===== src/rtl/dbg_ack_pkg.sv =====
package dbg_ack_pkg;

    typedef enum logic [2:0] {
        ST_IDLE     = 3'd0,
        ST_PENDING  = 3'd1,
        ST_WAIT_MIN = 3'd2,
        ST_ACK_LOW  = 3'd3,
        ST_SPEEDUP  = 3'd4
    } ack_state_e;

    typedef struct packed {
        ack_state_e state;
        logic       done;
        logic       err;
    } ack_regs_t;

endpackage


===== src/rtl/dbg_ack_tick_div.sv =====
// Serial clock enable: one pulse every DIV system clocks, phase restartable.
module dbg_ack_tick_div #(
    parameter int unsigned DIV = 8
) (
    input  logic clk,
    input  logic rst_n,
    input  logic resync_i,
    output logic tick_o
);
    localparam int unsigned PW = (DIV > 1) ? $clog2(DIV) : 1;
    localparam logic [PW-1:0] LAST = PW'(DIV - 1);

    logic [PW-1:0] phase_d, phase_q;

    always_comb begin
        if (resync_i || phase_q == LAST) begin
            phase_d = '0;
        end else begin
            phase_d = phase_q + PW'(1);
        end
    end

    always_ff @(posedge clk or negedge rst_n) begin
        if (!rst_n) begin
            phase_q <= '0;
        end else begin
            phase_q <= phase_d;
        end
    end

    assign tick_o = (phase_q == LAST);

endmodule


===== src/rtl/dbg_ack_tick_cnt.sv =====
// Counts serial ticks up to a limit and saturates there.
module dbg_ack_tick_cnt #(
    parameter int unsigned MAXV = 32,
    localparam int unsigned CW  = $clog2(MAXV + 1)
) (
    input  logic          clk,
    input  logic          rst_n,
    input  logic          clear_i,
    input  logic          tick_i,
    input  logic [CW-1:0] limit_i,
    output logic          expire_o,
    output logic          reached_o
);
    logic [CW-1:0] cnt_d, cnt_q;

    always_comb begin
        cnt_d = cnt_q;
        if (clear_i) begin
            cnt_d = '0;
        end else if (tick_i && cnt_q != limit_i) begin
            cnt_d = cnt_q + CW'(1);
        end
    end

    always_ff @(posedge clk or negedge rst_n) begin
        if (!rst_n) begin
            cnt_q <= '0;
        end else begin
            cnt_q <= cnt_d;
        end
    end

    // expire: the tick in this cycle completes the interval
    assign expire_o  = tick_i && (cnt_q == limit_i - CW'(1));
    assign reached_o = (cnt_q == limit_i);

endmodule


===== src/rtl/dbg_ack_gen.sv =====
// Acknowledge pulse generator for a single-wire debug pin.
module dbg_ack_gen #(
    parameter int unsigned DIV     = 8,
    parameter int unsigned MIN_GAP = 32,
    parameter int unsigned LOW_LEN = 16,
    parameter int unsigned SPD_LEN = 1
) (
    input  logic clk,
    input  logic rst_n,
    input  logic cmd_end_i,
    input  logic cpu_done_i,
    input  logic lp_enter_i,
    output logic ser_tick_o,
    output logic pin_oe_o,
    output logic pin_do_o,
    output logic ack_done_o,
    output logic overlap_err_o
);
    import dbg_ack_pkg::*;

    localparam int unsigned MAX_AB = (MIN_GAP > LOW_LEN) ? MIN_GAP : LOW_LEN;
    localparam int unsigned MAXV   = (MAX_AB > SPD_LEN) ? MAX_AB : SPD_LEN;
    localparam int unsigned CW     = $clog2(MAXV + 1);

    ack_regs_t     r_d, r_q;
    logic          tick;
    logic          restart;
    logic          expire;
    logic          reached;
    logic          min_ok;
    logic [CW-1:0] limit;

    dbg_ack_tick_div #(.DIV(DIV)) u_div (
        .clk      (clk),
        .rst_n    (rst_n),
        .resync_i (restart),
        .tick_o   (tick)
    );

    dbg_ack_tick_cnt #(.MAXV(MAXV)) u_cnt (
        .clk       (clk),
        .rst_n     (rst_n),
        .clear_i   (restart),
        .tick_i    (tick),
        .limit_i   (limit),
        .expire_o  (expire),
        .reached_o (reached)
    );

    // interval length depends on the phase being timed
    always_comb begin
        case (r_q.state)
            ST_ACK_LOW: limit = CW'(LOW_LEN);
            ST_SPEEDUP: limit = CW'(SPD_LEN);
            default:    limit = CW'(MIN_GAP);
        endcase
    end

    assign min_ok = expire || reached;

    always_comb begin
        r_d      = r_q;
        r_d.done = 1'b0;
        r_d.err  = 1'b0;
        restart  = 1'b0;
        case (r_q.state)
            ST_IDLE: begin
                if (cmd_end_i) begin
                    r_d.state = ST_PENDING;
                    restart   = 1'b1;
                end
            end
            ST_PENDING: begin
                // completion beats a simultaneous low-power entry
                if (cpu_done_i) begin
                    if (min_ok) begin
                        r_d.state = ST_ACK_LOW;
                        restart   = 1'b1;
                    end else begin
                        r_d.state = ST_WAIT_MIN;
                    end
                end else if (lp_enter_i) begin
                    r_d.state = ST_IDLE;
                end
            end
            ST_WAIT_MIN: begin
                if (min_ok) begin
                    r_d.state = ST_ACK_LOW;
                    restart   = 1'b1;
                end
            end
            ST_ACK_LOW: begin
                if (expire) begin
                    r_d.state = ST_SPEEDUP;
                    restart   = 1'b1;
                end
            end
            ST_SPEEDUP: begin
                if (expire) begin
                    r_d.state = ST_IDLE;
                    r_d.done  = 1'b1;
                end
            end
            default: r_d.state = ST_IDLE;
        endcase
        if (cmd_end_i && r_q.state != ST_IDLE) begin
            r_d.err = 1'b1;
        end
    end

    always_ff @(posedge clk or negedge rst_n) begin
        if (!rst_n) begin
            r_q <= '{state: ST_IDLE, done: 1'b0, err: 1'b0};
        end else begin
            r_q <= r_d;
        end
    end

    assign ser_tick_o    = tick;
    assign pin_oe_o      = (r_q.state == ST_ACK_LOW) || (r_q.state == ST_SPEEDUP);
    assign pin_do_o      = (r_q.state == ST_SPEEDUP);
    assign ack_done_o    = r_q.done;
    assign overlap_err_o = r_q.err;

endmodule


===== config.mk =====
export PLATFORM = sky130hd
export DESIGN_NAME = dbg_ack_gen
export DESIGN_NICKNAME = d
export VERILOG_FILES = /design/src/rtl/dbg_ack_pkg.sv /design/src/rtl/dbg_ack_tick_div.sv /design/src/rtl/dbg_ack_tick_cnt.sv /design/src/rtl/dbg_ack_gen.sv
export SDC_FILE = /design/constraint.sdc
export NUM_CORES = 1
export LEC_CHECK = 0
export ABC_AREA = 1
export BUFFER_PORTS_ARGS = -buffer_cell sky130_fd_sc_hd__clkbuf_2
export CORE_UTILIZATION = 41
export CTS_CLUSTER_DIAMETER = 30
export CTS_CLUSTER_SIZE = 20
export DETAILED_ROUTE_END_ITERATION = 10
export GPL_TIMING_DRIVEN = 0
export HOLD_SLACK_MARGIN = 0.15
export PLACE_DENSITY_LB_ADDON = 0.15
export SLEW_MARGIN = 20
export SYNTH_ARGS = -nofsm -noshare
export SYNTH_HDL_FRONTEND = slang
export SYNTH_SLANG_ARGS = --single-unit

===== constraint.sdc =====
create_clock -name clk -period 2.6 [get_ports clk]
set_input_delay 0.52 -clock clk [delete_from_list [all_inputs] [get_ports clk]]
set_output_delay 0.52 -clock clk [all_outputs]
set_load 0.005 [all_outputs]

==> results of run 1 <==
through the flow:
stage	hold WS [ns]	util	setup slack [ns]
global placement	0.4220	0.4816	0.8634
CTS	0.4457	0.5019	0.7508
floorplan	0.2244	-	1.068
finish	0.4426	0.5019	0.7613
detailed placement	0.4342	0.4816	0.8519
global route	0.4659	0.5019	0.6368
cell families (layout without fill, tap and decap cells):
kind of cell             after synthesis  count (layout)  share of synthesized area
buffers and inverters                 23              37                    0.08619
AND/OR/NAND/NOR                       94              94                     0.4791
adder cells (fa/ha/maj)                3               3                    0.03695
flip-flops                            14              14                     0.3448
AO/OA/AOI/OAI                          9               9                    0.04433
XOR/XNOR                               1               1                   0.008622
state kept, by name (all words and copies together), names as in the netlist:
register / flops
overlap_err_o: 1
ack_done_o: 1
u_div.phase_q: 3
u_cnt.cnt_q: 6
r_q: 3
worst paths after layout:
kind,startpoint,end,depth (start not counted)
worst max-delay path,r_q[3],pin_oe_o,4
worst min-delay path,u_div.phase_q[0],u_div.phase_q[0],1
worst max register to register,r_q[3],u_cnt.cnt_q[3],10
worst min register to register,u_div.phase_q[0],u_div.phase_q[0],1
max in group asynchronous,rst_n,u_cnt.cnt_q[2],2
min in group asynchronous,rst_n,ack_done_o,2
what timing repair did:
item / 4_1_cts / 5_1_grt
hold buffers: 1 / 0
endpoints found under the hold margin: 14 / 0
buffers inserted: 0 / 0
resized for setup: 0 / 0
layer usage:
metal	up-vias	track usage	share of wire
met4	0	0.09459	0.017
li1	476	-	-
met2	17	0.2771	0.44
met5	-	0	0
met3	4	0.008772	0.031
met1	403	0.2518	0.52
layout make-up:
cell class | instances | area (um^2)
buffer | 1 | 5.005
clock buffer | 4 | 36.28
fill | 228 | 1134
inverter | 22 | 82.58
multi-input combinational | 107 | 578.1
sequential | 14 | 350.3
tap | 28 | 35.03
timing repair buffer | 10 | 55.05
power breakdown:
| group | switching, mW | internal [mW] |
|---|---|---|
| Sequential | 0.0659 | 0.279 |
| Clock | 0.0666 | 0.0852 |
| Combinational | 0.429 | 0.231 |
layout by cell type, fill, tap and decap left out:
cell and instances:
clkbuf_8 1, nand3_2 1, nand3_4 1, a21oi_1 2
inv_1 17, nor2_1 14, clkbuf_2 9, buf_2 1
dfrtp_1 14, clkbuf_4 3, dlygate4sd3_1 1, clkinv_1 1
o21ai_0 3, nand2_1 37, o21ai_1 4, xor2_1 1
inv_2 4, nand3_1 19, ha_1 3, nand2_2 6
nor2_2 4, nor2_4 4, nor3_1 4, nand2_4 4
worst max-delay path, delay by kind of cell (launching register included):
family	cells	cell delay, ns
and+or+nand+nor	3	0.43
buffers and inverters	1	0.11
DFF	1	0.49
==> results.toml, run 1 <==
[timing]
hold_viol = 0
setup_viol = 0
rsz0062_at_grt = "false"
slew_headroom = 0.7737
fmax_mhz = 543.9
min_period_ns = 1.839
tns_ns = 0
finalMaxSlewViolations = 0
skew_ns = 0.002051
fin_crit_sh = 0.7072
worst_pin_slew_ns = 0.3369

[drt]
vias = 900
drtIter0Drc = 41
avgViaCountPerCell = 4.839
avgRoutedWirePerCell_um = 10.55
first_pass_iters = 4
drc = 0
detail-route-antenna-nets = 0
drt_wl_total_um = 1962

[floorplan]
die_w_um = 51.78
rows = 17
dieArea_um2 = 2681
start_util = 0.4464
core_area_um2 = 2276
fp.dieH_um = 51.78
ios = 10

[cts]
clk_pin_slew_ns = 0.08
clockBufferDepth = 2
htreeDepth = 1
clock_latency_ns = 0.28
clock-root-buffer = "clkbuf_4"
numCtsBuffers = 3
cts_tree = "done"
cts.sink_count = 14

[critical_path]
cp_max_fo = 9
arrival_ns = 1.32
r2r_slack_ns = 0.83
crit_chain = "nor2_4, nand2_4, nand2_2, clkbuf_2"
crit_required_ns = 2.08
crit_type = "flip-flop to output port"
critPathLaunchType = "flip-flop"
crit_path_end_kind = "output port"
max_stage_delay_ns = 0.49
cpMaxStageDelayCell = "dfrtp_1"

[global_route]
grt_pass1_vias = 816
grt_usage = 0.1793
grt_remaining_overflow = 0
grt_antenna_before_repair = 0
grt_pass1_wl_um = 3532
grt_max_degree = 15

[finish]
nets = 167
area_growth_pct = 12.44
drive_gt1_frac = 0.2405
diodes = 0
fin_area_um2 = 1142
fin_cells = 186

[power]
total_power_mw = 1.157
p_per_area_nw_per_um2 = 1013
power.leakage_nw = 0.5979
ir_worst_vdd_mv = 0.6492

[synthesis]
synth.most_common_cell = "nand2_1"
synth_common_cells = "37 x nand2_1, 19 x nand3_1, 17 x inv_1, 14 x dfrtp_1, 14 x nor2_1"
yosysTopAreaCellShare = 0.3448
synthDistinctLibCells = 20
seq_area_frac_synth = 0.3448
synth_area_um2 = 1016
yosys-top-cells-area = "dfrtp_1 34%, nand2_1 14%, nand3_1 9.4%"
yosys.area.top_type = "dfrtp_1"
yosysWarningCount = 0
syn_area_per_cell_um2 = 7.055
syn_nets = 152
synth_edf_count = 0
async_reset_ff_frac = 1.000
synthCells = 144
ys.flop_type = "dfrtp_1"
ys_seq_elements = 14

[placed_design]
port-buffer-count = 9
placed_area_um2 = 1096
post-dp-hpwl_um = 1609
gp_congestion = 0.8356
dp_cells = 181

[worst_hold_path]
holdCritPathClass = "flip-flop to flip-flop"

[status]
run_status = "finished, final reports clean"

[job]
drv_cap = 0
Note: power is estimated with default switching activity, not from simulation.
==> run 2: changes to the inputs <==
- clock period: 2.6 -> 1.85 ns (I/O delays scaled with it)
==> run 2 against run 1 <==
Combinational power grew 46%. Register-to-register slack lost 0.66 ns. Largest power group unchanged. Count of clock-buffer cells in the layout is the same. Largest cell class unchanged. Sequential power grew 43%. Worst hold slack lost 0.12 ns. Setup slack lost 0.59 ns. Non-clock buffer count grew 1. Final cell count grew 0.54%. Clock power grew 41%. Core utilization grew 0.88 points. Cell area grew 1.8%. Critical endpoint is now r_q[2].
==> results.toml, run 2 (synthesis results as in run 1) <==
[status]
run_status = "finished, final reports clean"

[floorplan]
fp.dieH_um = 51.78
start_util = 0.4464
core_area_um2 = 2276
dieArea_um2 = 2681
ios = 10
rows = 17
die_w_um = 51.78

[drt]
drt_wl_total_um = 1970
first_pass_iters = 5
drc = 0
drtIter0Drc = 38
avgViaCountPerCell = 4.845
avgRoutedWirePerCell_um = 10.53
detail-route-antenna-nets = 0
vias = 906

[power]
ir_worst_vdd_mv = 0.9212
p_per_area_nw_per_um2 = 1437
total_power_mw = 1.671
power.leakage_nw = 0.6009

[timing]
tns_ns = 0
hold_viol = 0
timing.final.ws_setup_ns = 0.1705
finalMaxSlewViolations = 0
skew_ns = 0.002309
rsz0062_at_grt = "false"
slew_headroom = 0.7793
fmax_mhz = 595.4
setup_viol = 0
fin_crit_sh = 0.9078
holdWs_ns = 0.3178
min_period_ns = 1.679
worst_pin_slew_ns = 0.3286

[job]
drv_cap = 0

[worst_hold_path]
hold_end = "overlap_err_o"
whs_path_depth = 3
holdCritPathClass = "input port to flip-flop"
min-delay-start = "cmd_end_i"

[critical_path]
r2r_slack_ns = 0.17
worst_r2r_endpoint = "r_q[2]"
critPathLaunchType = "flip-flop"
crit_path_end_kind = "flip-flop"
cp_max_fo = 6
crit_type = "flip-flop to flip-flop"
r2r-start = "u_div.phase_q[0]"
crit_required_ns = 2.06
arrival_ns = 1.89
ff2ff_path_depth = 10

[placed_design]
port-buffer-count = 9
placed_area_um2 = 1096
post-dp-hpwl_um = 1609
gp_congestion = 0.8356
dp_cells = 181
dp_slack_ns = 0.1019

[global_route]
grt_pass1_wl_um = 3532
grt_max_degree = 15
grt_remaining_overflow = 0
grt_antenna_before_repair = 0
grt_pass1_vias = 816
grt_usage = 0.1793

[finish]
nets = 168
final_common_cell = "nand2_1"
drive_gt1_frac = 0.2579
area_growth_pct = 14.41
fin_util = 0.5107
multi_input_area_um2 = 585.6
n_fill_cell = 228
layout_common_cells = "37 x nand2_1, 19 x nand3_1, 17 x inv_1"
fin_cells = 187
largest_reg_flops = 6
fin_area_um2 = 1162
top_register = "u_cnt.cnt_q"
diodes = 0
reg_top3 = "u_cnt.cnt_q: 6 flops, r_q: 3 flops, u_div.phase_q: 3 flops"
seqCellArea_um2 = 352.8

[cts]
clock_latency_ns = 0.28
cts.sink_count = 14
cts_tree = "done"
numCtsBuffers = 3
clock-root-buffer = "clkbuf_4"
clk_pin_slew_ns = 0.08
clockBufferDepth = 2
htreeDepth = 1
[run 2: worst max-delay path, cell delays in order (launching register included)]
cell     delay (ns)
dfrtp_1        0.36
ha_1           0.15
ha_1           0.26
nand2_1        0.10
nor2_2         0.16
nand3_4        0.13
nand2_1        0.11
nand2_2        0.07
nor2_4         0.12
nand3_1        0.07
nand2_1        0.08
[run 2: worst max-delay path by stage]
stage / endpoint / cells after the start / slack [ns] / startpoint
6_report: r_q[2] / 10 / 0.17 / u_div.phase_q[0]
5_1_grt: r_q[2] / 10 / 0.02 / r_q[2]
4_1_cts: u_cnt.cnt_q[5] / 10 / 0.08 / r_q[2]
3_5_place_dp: u_cnt.cnt_q[5] / 10 / 0.10 / r_q[3]
3_3_place_gp: u_cnt.cnt_q[3] / 10 / 0.11 / r_q[2]
2_1_floorplan: u_cnt.cnt_q[3] / 10 / 0.32 / r_q[3]
[run 2: metal layers]
layer / wire, um / part of all wire / global-route usage / vias up
met2: 864 / 0.44 / 0.2771 / 29
met1: 990 / 0.50 / 0.2518 / 396
met5: 0 / 0 / 0 / -
met3: 81 / 0.041 / 0.008772 / 4
met4: 33 / 0.017 / 0.09459 / 0
li1: - / - / - / 477
[run 2: repair_timing]
| item | 4_1_cts | 5_1_grt |
|---|---|---|
| resized for setup | 0 | 4 |
| hold buffers | 1 | 0 |
| endpoints found under the hold margin | 14 | 0 |
| endpoints found under the setup margin | 0 | 12 |
| buffers inserted | 0 | 1 |
[run 2: power by group]
part           switching, mW  internal (mW)  leakage, nW  total (mW)
Sequential            0.0981          0.397        0.182       0.495
Clock                 0.0940          0.120       0.0210       0.214
Combinational          0.611          0.351        0.398       0.962
[run 2: cell type report]
| class | instances | area share |
|---|---|---|
| clock buffers | 4 | 0.03122 |
| repair buffers | 11 | 0.05382 |
| inverters | 22 | 0.07104 |
| plain buffers | 1 | 0.006459 |
| well taps | 28 | 0.03014 |
| flip-flops and latches | 14 | 0.3036 |
| multi-input cells | 107 | 0.5038 |
